--- src/rtl/fp_sec_timer.sv ---
module fp_sec_timer #(
  parameter int BITS_PER_FRAME  = 256,
  parameter int FRAMES_PER_HALF = 4000,
  parameter int TOGGLE_OFFSET   = 62
) (
  input  logic bclk,
  input  logic rst_n,
  input  logic fp,
  output logic sec_out,
  output logic tmr_bit
);
  localparam int BW = $clog2(BITS_PER_FRAME);
  localparam int FW = (FRAMES_PER_HALF > 1) ? $clog2(FRAMES_PER_HALF) : 1;
  localparam logic [BW-1:0] BIT_LAST = BW'(BITS_PER_FRAME - 1);
  localparam logic [BW-1:0] HIT_CNT  = BW'(TOGGLE_OFFSET - 1);
  localparam logic [FW-1:0] FRM_LAST = FW'(FRAMES_PER_HALF - 1);

  logic [BW-1:0] bit_cnt;
  logic [FW-1:0] frm_cnt;
  logic          armed;

  wire half_done = fp && (frm_cnt == FRM_LAST);
  wire sec_rise  = half_done && !sec_out;
  wire fire      = armed && !fp && (bit_cnt == HIT_CNT);

  always_ff @(posedge bclk) begin
    if (!rst_n) begin
      bit_cnt <= '0;
    end else if (fp) begin
      bit_cnt <= '0;
    end else if (bit_cnt != BIT_LAST) begin
      bit_cnt <= bit_cnt + 1'b1;
    end
  end

  always_ff @(posedge bclk) begin
    if (!rst_n) begin
      frm_cnt <= '0;
      sec_out <= 1'b0;
    end else if (fp) begin
      frm_cnt <= half_done ? '0 : frm_cnt + 1'b1;
      sec_out <= sec_out ^ half_done;
    end
  end

  always_ff @(posedge bclk) begin
    if (!rst_n) begin
      armed   <= 1'b0;
      tmr_bit <= 1'b0;
    end else begin
      if (sec_rise) armed <= 1'b1;
      else if (fire) armed <= 1'b0;
      tmr_bit <= tmr_bit ^ fire;
    end
  end

  a_r2_sec_moves_on_fp: assert property (@(posedge bclk) disable iff (!rst_n)
    !$stable(sec_out) |-> $past(fp));

  a_r3_frame_count_range: assert property (@(posedge bclk) disable iff (!rst_n)
    frm_cnt <= FRM_LAST);

  a_r4_tmr_only_in_high_half: assert property (@(posedge bclk) disable iff (!rst_n)
    !$stable(tmr_bit) |-> (sec_out && $stable(sec_out)));

  a_r5_tmr_at_offset: assert property (@(posedge bclk) disable iff (!rst_n)
    !$stable(tmr_bit) |-> ($past(bit_cnt) == HIT_CNT && !$past(fp)));

  a_r1_reset_clears: assert property (@(posedge bclk)
    !rst_n |=> (!sec_out && !tmr_bit));
endmodule

--- config.mk ---
export PLATFORM = sky130hd
export DESIGN_NAME = fp_sec_timer
export DESIGN_NICKNAME = d
export VERILOG_FILES = /design/src/rtl/fp_sec_timer.sv
export SDC_FILE = /design/constraint.sdc
export NUM_CORES = 1
export LEC_CHECK = 0
export ABC_AREA = 0
export CAP_MARGIN = 20
export CORE_MARGIN = 5
export CORE_UTILIZATION = 25
export DETAILED_ROUTE_END_ITERATION = 10
export DONT_BUFFER_PORTS = 1
export GPL_TIMING_DRIVEN = 0
export PLACE_DENSITY = 0.35
export SYNTH_ARGS = -nofsm -noshare
export SYNTH_HDL_FRONTEND = slang
export SYNTH_SLANG_ARGS = --single-unit
--- constraint.sdc ---
create_clock -name bclk -period 4.72 [get_ports bclk]
set_input_delay 0.472 -clock bclk [delete_from_list [all_inputs] [get_ports bclk]]
set_output_delay 0.472 -clock bclk [all_outputs]
set_load 0.005 [all_outputs]
==> Yosys cells after proc, flatten, opt, wreduce, memory -nomap -nowiden <==
Index checks and enable logic that the tools add are counted.
{ "op_classes": {"n_addsub": 2, "eq_ne": 3, "mux": 3, "n_bitwise": 3, "n_reduce_logical": 8} }
{ "op_table": {"columns": ["cell", "n"], "rows": [
  ["$add A12 B1 Y12 const B", 1],
  ["$eq A12 B12 Y1 const B", 1],
  ["$mux W12", 1],
  ["$add A8 B1 Y8 const B", 1],
  ["$eq A8 B6 Y1 const B", 1],
  ["$ne A8 B8 Y1 const B", 1],
  ["$logic_and A1 B1 Y1", 4],
  ["$logic_not A1 Y1", 2],
  ["$mux W1", 2],
  ["$reduce_bool A2 Y1", 1],
  ["$reduce_or A2 Y1", 1],
  ["$xor A1 B1 Y1", 2],
  ["$not A1 Y1", 1]
]} }
{ "word_totals": {"ff_bits": 23, "in_bits": 3, "output_inout_bits": 2, "elab_cells": 24} }

==> Depth between registers and ports, before layout <==
Gate-level depths: netlist of the first run.
{ "logic_depth": {"word_depth": 5, "mapped_depth": 6, "depth_no_buf": 6} }

==> Least setup slack after synthesis of the first run <==
Ideal clock, no wire load.
{ "synth_timing": {"kind": "register to register", "startpoint": "register frm_cnt[5]", "endpoint": "register sec_out", "setup_time_ps": 59, "arrival_ps": 1564, "t_required_ps": 4661, "setup_slack_ps": 3097, "path_stages_with_launch": 6, "path_buffers": 0, "cell_sequence": "dfxtp_1 or3b_2 nor4_2 ha_1 nand2_1 o211a_1"} }
{ "synth_via": {"elab_chain_len": 3} }
{ "synth_lines": {"columns": ["item", "line_no", "source"], "rows": [
  ["from (decl)", "19", "logic [FW-1:0] frm_cnt;"],
  ["from (signal assigned)", "41", "frm_cnt <= half_done ? '0 : frm_cnt + 1'b1;"],
  ["$eq A12 B12 Y1", "22", "wire half_done = fp && (frm_cnt == FRM_LAST);"],
  ["$logic_and A1 B1 Y1", "22", null],
  ["$xor A1 B1 Y1", "42", "sec_out <= sec_out ^ half_done;"],
  ["to (signal assigned)", "42", null],
  ["to (decl)", "9", "output logic sec_out,"]
]} }
Every way passes these cells.
A chain may end at the register's enable or synchronous reset.

==> Final worst setup path of the first run <==
{ "layout_timing": {"startpoint": "register frm_cnt[0]", "endpoint": "register sec_out"} }
The elaborated chain is that of the path after synthesis.

==> results of run 1 <==
-- logic make-up after synthesis --
logic type / synth area share
buffers and inverters: 0.0353
adder cells (fa/ha/maj): 0.0416
flip-flops: 0.383
AND/OR/NAND/NOR: 0.314
multiplexers: 0.0249
XOR/XNOR: 0.0291
AO/OA/AOI/OAI: 0.173
-- per-stage QoR --
stage          worst slack [ps]  total power (W)  instance area (µm²)   util
2_1_floorplan              3100         0.000216                 1200      -
3_3_place_gp               2690         0.000220                 1270  0.271
3_5_place_dp               2670         0.000222                 1270  0.271
4_1_cts                    2640         0.000355                 1320  0.281
5_1_grt                    2480         0.000366                 1320  0.281
6_report                   2710         0.000349                 1320  0.281
-- power by group through the flow --
| stage | registers (W) | clock network [W] | logic (W) |
|---|---|---|---|
| 6_report | 0.000202 | 0.000132 | 0.0000151 |
| 5_1_grt | 0.000202 | 0.000146 | 0.0000171 |
| 4_1_cts | 0.000202 | 0.000138 | 0.0000153 |
| 3_5_place_dp | 0.000206 | 0 | 0.0000154 |
| 3_3_place_gp | 0.000206 | 0 | 0.0000146 |
| 2_1_floorplan | 0.000205 | 0 | 0.0000116 |
-- worst register-to-register path, delay by kind of cell, from the launching register on --
family                   cells  cell delay [ps]
AND/OR/NAND/NOR              2              560
adder cells (fa/ha/maj)      2              670
AO/OA/AOI/OAI                1              120
buffers and inverters        1              140
flip-flops                   1              460
-- state kept, by name, indices dropped and copies added (netlist names) --
register  count
tmr_bit       1
sec_out       1
frm_cnt      12
bit_cnt       8
armed         1
-- area by class of cell --
class / count / area (µm²)
plain buffers: 5 / 27.5
clock buffers: 3 / 41.3
clock inverters: 1 / 7.51
fillers: 522 / 3370
inverters: 4 / 15.0
multi-input cells: 101 / 701
flip-flops and latches: 23 / 460
well taps: 54 / 67.6
-- worst paths after layout --
check / slack, ps / endpoint
worst max-delay path: 2710 / sec_out
worst min-delay path: 350 / tmr_bit
worst max register to register: 2710 / sec_out
worst min register to register: 470 / armed
-- layer usage --
metal  vias up  wire (µm)
li1        507          -
met1       466       1440
met2        13       1200
met3         2         98
met4         0         26
met5         -          0
-- Yosys cell counts (3+ instances only) --
| cell | count |
|---|---|
| dfxtp_1 | 23 |
| nand2_1 | 13 |
| a21oi_1 | 9 |
| nand3_1 | 8 |
| nand4_1 | 6 |
| o21ai_0 | 6 |
| nand2b_1 | 5 |
| ha_1 | 4 |
| inv_1 | 4 |
| nor3_1 | 4 |
| or3_1 | 4 |
| a21boi_0 | 3 |
| and4_1 | 3 |
| clkbuf_1 | 3 |
| mux2i_1 | 3 |
| nor4b_1 | 3 |
| xor2_1 | 3 |
==> flow_metrics.env, run 1 <==
export IMPL_final_common_cell="dfxtp_1"
export IMPL_layout_nets=145
export IMPL_syn_to_final_growth_pct=9.67
export IMPL_dieArea_um2=6300
export IMPL_final_cell_mix="dfxtp_1 (23), nand2_1 (13), a21oi_1 (9)"
export IMPL_maxSlewHeadroom=0.605
export IMPL_dp_final_hpwl_um=1980
export IMPL_crit_start="frm_cnt[0]"
export IMPL_swShare=0.246
export IMPL_setup_viol=0
export IMPL_max_stage_delay_ps=500
export IMPL_path_cells="ha_1, inv_1, nor4_2, ha_1, nand2_1, o211a_1"
export IMPL_worstPathArrival_ps=2240
export IMPL_yosysWarnings=0
export IMPL_worstSetupPathType="reg2reg"
export IMPL_synth_distinct_cells=41
export IMPL_min_period_over_period=0.425
export IMPL_synth_area_leaders="dfxtp_1 (38%), ha_1 (4.2%), nand2_1 (4.1%), a21oi_1 (3.7%), nand3_1 (3.3%)"
export IMPL_vdd_drop_max_mv=0.137
export IMPL_fin_crit_ps=2010
export IMPL_clock_latency_ps=280
export IMPL_wl_um=2770
export IMPL_dr_pass1_iters=4
export IMPL_finalClockSkew_ps=13.6
export IMPL_timing_fmax_mhz=498
export IMPL_final_setup_tns_ps=0
export IMPL_clockPowerShare=0.378
export IMPL_timing_rr_start="frm_cnt[0]"
export IMPL_die_h_um=79.4
export IMPL_finalHoldViolCount=0
export IMPL_crit_required_ps=4950
export IMPL_die_x_um=79.4
export IMPL_antenna_cells=0
export IMPL_clkSinkCount=23
export IMPL_drtIter0Drc=61
export IMPL_ctsHoldBuffers=0
export IMPL_dp_cells=187
export IMPL_numCtsBuffers=3
export IMPL_power_leakage_nw=0.433
export IMPL_wire_per_inst_um=14.5
export IMPL_async_reset_ff_frac=0
export IMPL_start_util=0.257
export IMPL_crit_cells=6
export IMPL_cts_resized_gates=0
export IMPL_critPathMostFrequentCell="ha_1"
export IMPL_status="finished, final reports clean"
export IMPL_postCtsSetupBuffers=0
export IMPL_use_met3=0.0327
export IMPL_clk_path_buf_depth=2
export IMPL_overflow=0
export IMPL_busiest_layer="met2"
export IMPL_critPathBufInv=1
export IMPL_maxCapViolCount=0
export IMPL_grt_usage=0.0954
export IMPL_grt_max_degree=15
export IMPL_placeableCoreArea_um2=4690
export IMPL_powerDensity_nw_per_um2=264
export IMPL_grt_pass1_wl_um=4640
export IMPL_tightest_slew_ps=591
export IMPL_synth_main_ff_cell="dfxtp_1"
export IMPL_cp_slowest_cell="nor4_2"
export IMPL_postRouteAntennaNets=0
export IMPL_cts_tree="done"
export IMPL_reg2reg_depth=6
export IMPL_antenna_found_initial=0
export IMPL_critPathMaxFanout=7
export IMPL_numPortBuffers=0
export IMPL_grt_met1_usage=0.123
export IMPL_synth_fp_nets=140
export IMPL_path_clk_slew_ps=100
export IMPL_drc_errors=0
export IMPL_hold_class="in2reg"
export IMPL_power_switching_w=0.0000856
export IMPL_hold_ws_ps=346
export IMPL_holdCritStartpoint="rst_n"
export IMPL_ys_seq_area_frac=0.383
export IMPL_synth_avg_cell_area_um2=9.05
export IMPL_drive_gt1_frac=0.0876
export IMPL_gp_congestion=0.715
export IMPL_min_path_cells=2
export IMPL_vias=988
export IMPL_syn_area_um2=1200
export IMPL_viasPerCell=5.17
export IMPL_io_pins=5
export IMPL_grt_pass1_vias=936
export IMPL_critical_path_top_delay_family="adder cells"
export IMPL_synth_top_area_frac=0.383
export IMPL_synth_edff_count=0
export IMPL_p_comb_frac=0.043
export IMPL_final_max_slew_viol_count=0
export IMPL_power_internal_w=0.000263
export IMPL_end_kind="register"
export IMPL_use_met2=0.151
export IMPL_rsz0062_at_grt="false"
export IMPL_cts_htree_levels=1
export IMPL_synth_area_leader_cell="dfxtp_1"
export IMPL_startpoint_type="register"
export IMPL_rows=25
export IMPL_yosys_register_bits=23
export IMPL_stdcell_count=191
export IMPL_seqPwrFrac=0.578
export IMPL_cts_root_buffer_cell="clkbuf_8"
export IMPL_netlist_instances=133
(Power assumes the default switching activity.)
==> run 2, diff against run 1 <==
- PLACE_DENSITY: 0.35 -> 0.37
- clock period: 4.72 -> 1.8 ns (I/O delays scaled with it)
==> run 2 against run 1 <==
Via count increased by 3.6%. Maximum frequency increased by 15%. Hold slack got worse by 300 ps. Largest cell class unchanged.
==> flow_metrics.env, run 2 (synthesized netlist as in run 1, its figures left out) <==
export IMPL_status="finished, final reports clean"
export IMPL_hold_ws_ps=49.8
export IMPL_clkSinkCount=23
export IMPL_dieArea_um2=6300
export IMPL_drc_errors=0
export IMPL_die_x_um=79.4
export IMPL_numPortBuffers=0
export IMPL_drive_gt1_frac=0.135
export IMPL_worstPathArrival_ps=1970
export IMPL_die_h_um=79.4
export IMPL_viasPerCell=5.25
export IMPL_vias=1024
export IMPL_dr_pass1_iters=4
export IMPL_io_pins=5
export IMPL_clk_path_buf_depth=2
export IMPL_hold_class="in2reg"
export IMPL_p_comb_frac=0.044
export IMPL_vdd_drop_max_mv=0.346
export IMPL_grt_max_degree=15
export IMPL_top_register="frm_cnt"
export IMPL_fin_crit_ps=1750
export IMPL_reg_top3="frm_cnt x12, bit_cnt x8"
export IMPL_setup_viol=0
export IMPL_syn_to_final_growth_pct=13.5
export IMPL_rsz0062_at_grt="false"
export IMPL_overflow=0
export IMPL_grt_pass1_vias=916
export IMPL_antenna_found_initial=0
export IMPL_dp_final_hpwl_um=1930
export IMPL_path_clk_slew_ps=90
export IMPL_rows=25
export IMPL_layout_nets=149
export IMPL_critPathMaxFanout=7
export IMPL_min_period_over_period=0.971
export IMPL_postRouteAntennaNets=0
export IMPL_final_max_slew_viol_count=0
export IMPL_grt_met1_usage=0.116
export IMPL_cp_slowest_cell="or3b_4"
export IMPL_dp_cells=187
export IMPL_final_common_cell="dfxtp_1"
export IMPL_power_switching_w=0.000221
export IMPL_power_leakage_nw=0.472
export IMPL_cts_htree_levels=1
export IMPL_cts_root_buffer_cell="clkbuf_8"
export IMPL_end_kind="register"
export IMPL_clock_latency_ps=270
export IMPL_finalClockSkew_ps=3.40
export IMPL_antenna_cells=0
export IMPL_cts_tree="done"
export IMPL_tightest_slew_ps=401
export IMPL_path_cells="or3b_4, nor4_4, ha_1, nand2_1, o211a_1"
export IMPL_gp_congestion=0.746
export IMPL_crit_required_ps=2030
export IMPL_finalHoldViolCount=0
export IMPL_seqPwrFrac=0.579
export IMPL_busiest_layer="met2"
export IMPL_wl_um=2730
export IMPL_grt_usage=0.0898
export IMPL_use_met3=0.0327
export IMPL_stdcell_count=195
export IMPL_power_internal_w=0.000691
export IMPL_max_stage_delay_ps=440
export IMPL_grt_pass1_wl_um=4470
export IMPL_maxCapViolCount=0
export IMPL_maxSlewHeadroom=0.732
export IMPL_critical_path_top_delay_family="simple AND/OR/NAND/NOR gates"
export IMPL_powerDensity_nw_per_um2=668
export IMPL_drtIter0Drc=54
export IMPL_ctsHoldBuffers=0
export IMPL_numCtsBuffers=3
export IMPL_use_met2=0.140
export IMPL_timing_fmax_mhz=572
export IMPL_clockPowerShare=0.377
export IMPL_fillers=517
export IMPL_start_util=0.257
export IMPL_wire_per_inst_um=14.0
export IMPL_largest_register_ffs=12
export IMPL_worstSetupPathType="reg2reg"
export IMPL_swShare=0.242
export IMPL_startpoint_type="register"
export IMPL_placeableCoreArea_um2=4690
export IMPL_critPathBufInv=0
export IMPL_final_cell_mix="dfxtp_1 (21), nand2_1 (13), a21oi_1 (9)"
run 2: cell count changes in the layout (fill, tap and decap cells not counted), sizes merged:
cell  change
buf       +4
run 2: stage by stage:
stage                     worst slack [ps]  utilization  setup TNS, ps  cell area, µm²  total power [W]
final                                 52.2        0.291              0            1370         0.000912
after global routing                  3.02        0.291              0            1370         0.000957
after CTS                             3.07        0.284              0            1330         0.000930
after detailed placement              -158        0.271           -226            1270         0.000578
after global placement                -157        0.271           -176            1270         0.000577
after floorplan                        177            -              0            1200         0.000567
run 2: per-layer routing:
layer / wire length [µm] / vias to the layer above
met1: 1370 / 493
met4: 30 / 0
met5: 0 / -
met3: 110 / 4
li1: - / 514
met2: 1210 / 13
run 2: cell type report:
class,instances,area [µm²],area share
buffer,5,27.5,0.0201
clock buffer,3,41.3,0.0302
clock inverter,1,7.51,0.00549
inverter,4,15.0,0.0110
multi-input combinational,101,714,0.523
sequential,23,463,0.339
tap,54,67.6,0.0495
timing repair buffer,4,30.0,0.0220
run 2: worst reg2reg max path, cell delays in order, from the launching register on:
cell	delay (ps)
dfxtp_1	390
or3b_4	440
nor4_4	390
ha_1	300
nand2_1	60
o211a_1	120
run 2: path summary, 6_finish.rpt:
check | from | endpoint | slack (ps) | cells past startpoint
worst max-delay path | frm_cnt[6] | sec_out | 50 | 5
worst min-delay path | rst_n | frm_cnt[6] | 50 | 2
worst max register to register | frm_cnt[6] | sec_out | 50 | 5
worst min register to register | armed | armed | 460 | 2
run 2: power groups by stage:
stage                      logic, W  clock network (W)  registers, W
after floorplan           0.0000305                  0      0.000536
after global placement    0.0000378                  0      0.000539
after detailed placement  0.0000385                  0      0.000540
after CTS                 0.0000393           0.000362      0.000529
after global routing      0.0000462           0.000380      0.000531
final                     0.0000405           0.000344      0.000528
run 2: repair_timing:
item | 4_1_cts | 5_1_grt
setup buffers | 0 | 4
gates resized for setup | 3 | 2
endpoints found under the hold margin | 0 | 0
pin swaps | 0 | 2
endpoints found under the setup margin | 7 | 8
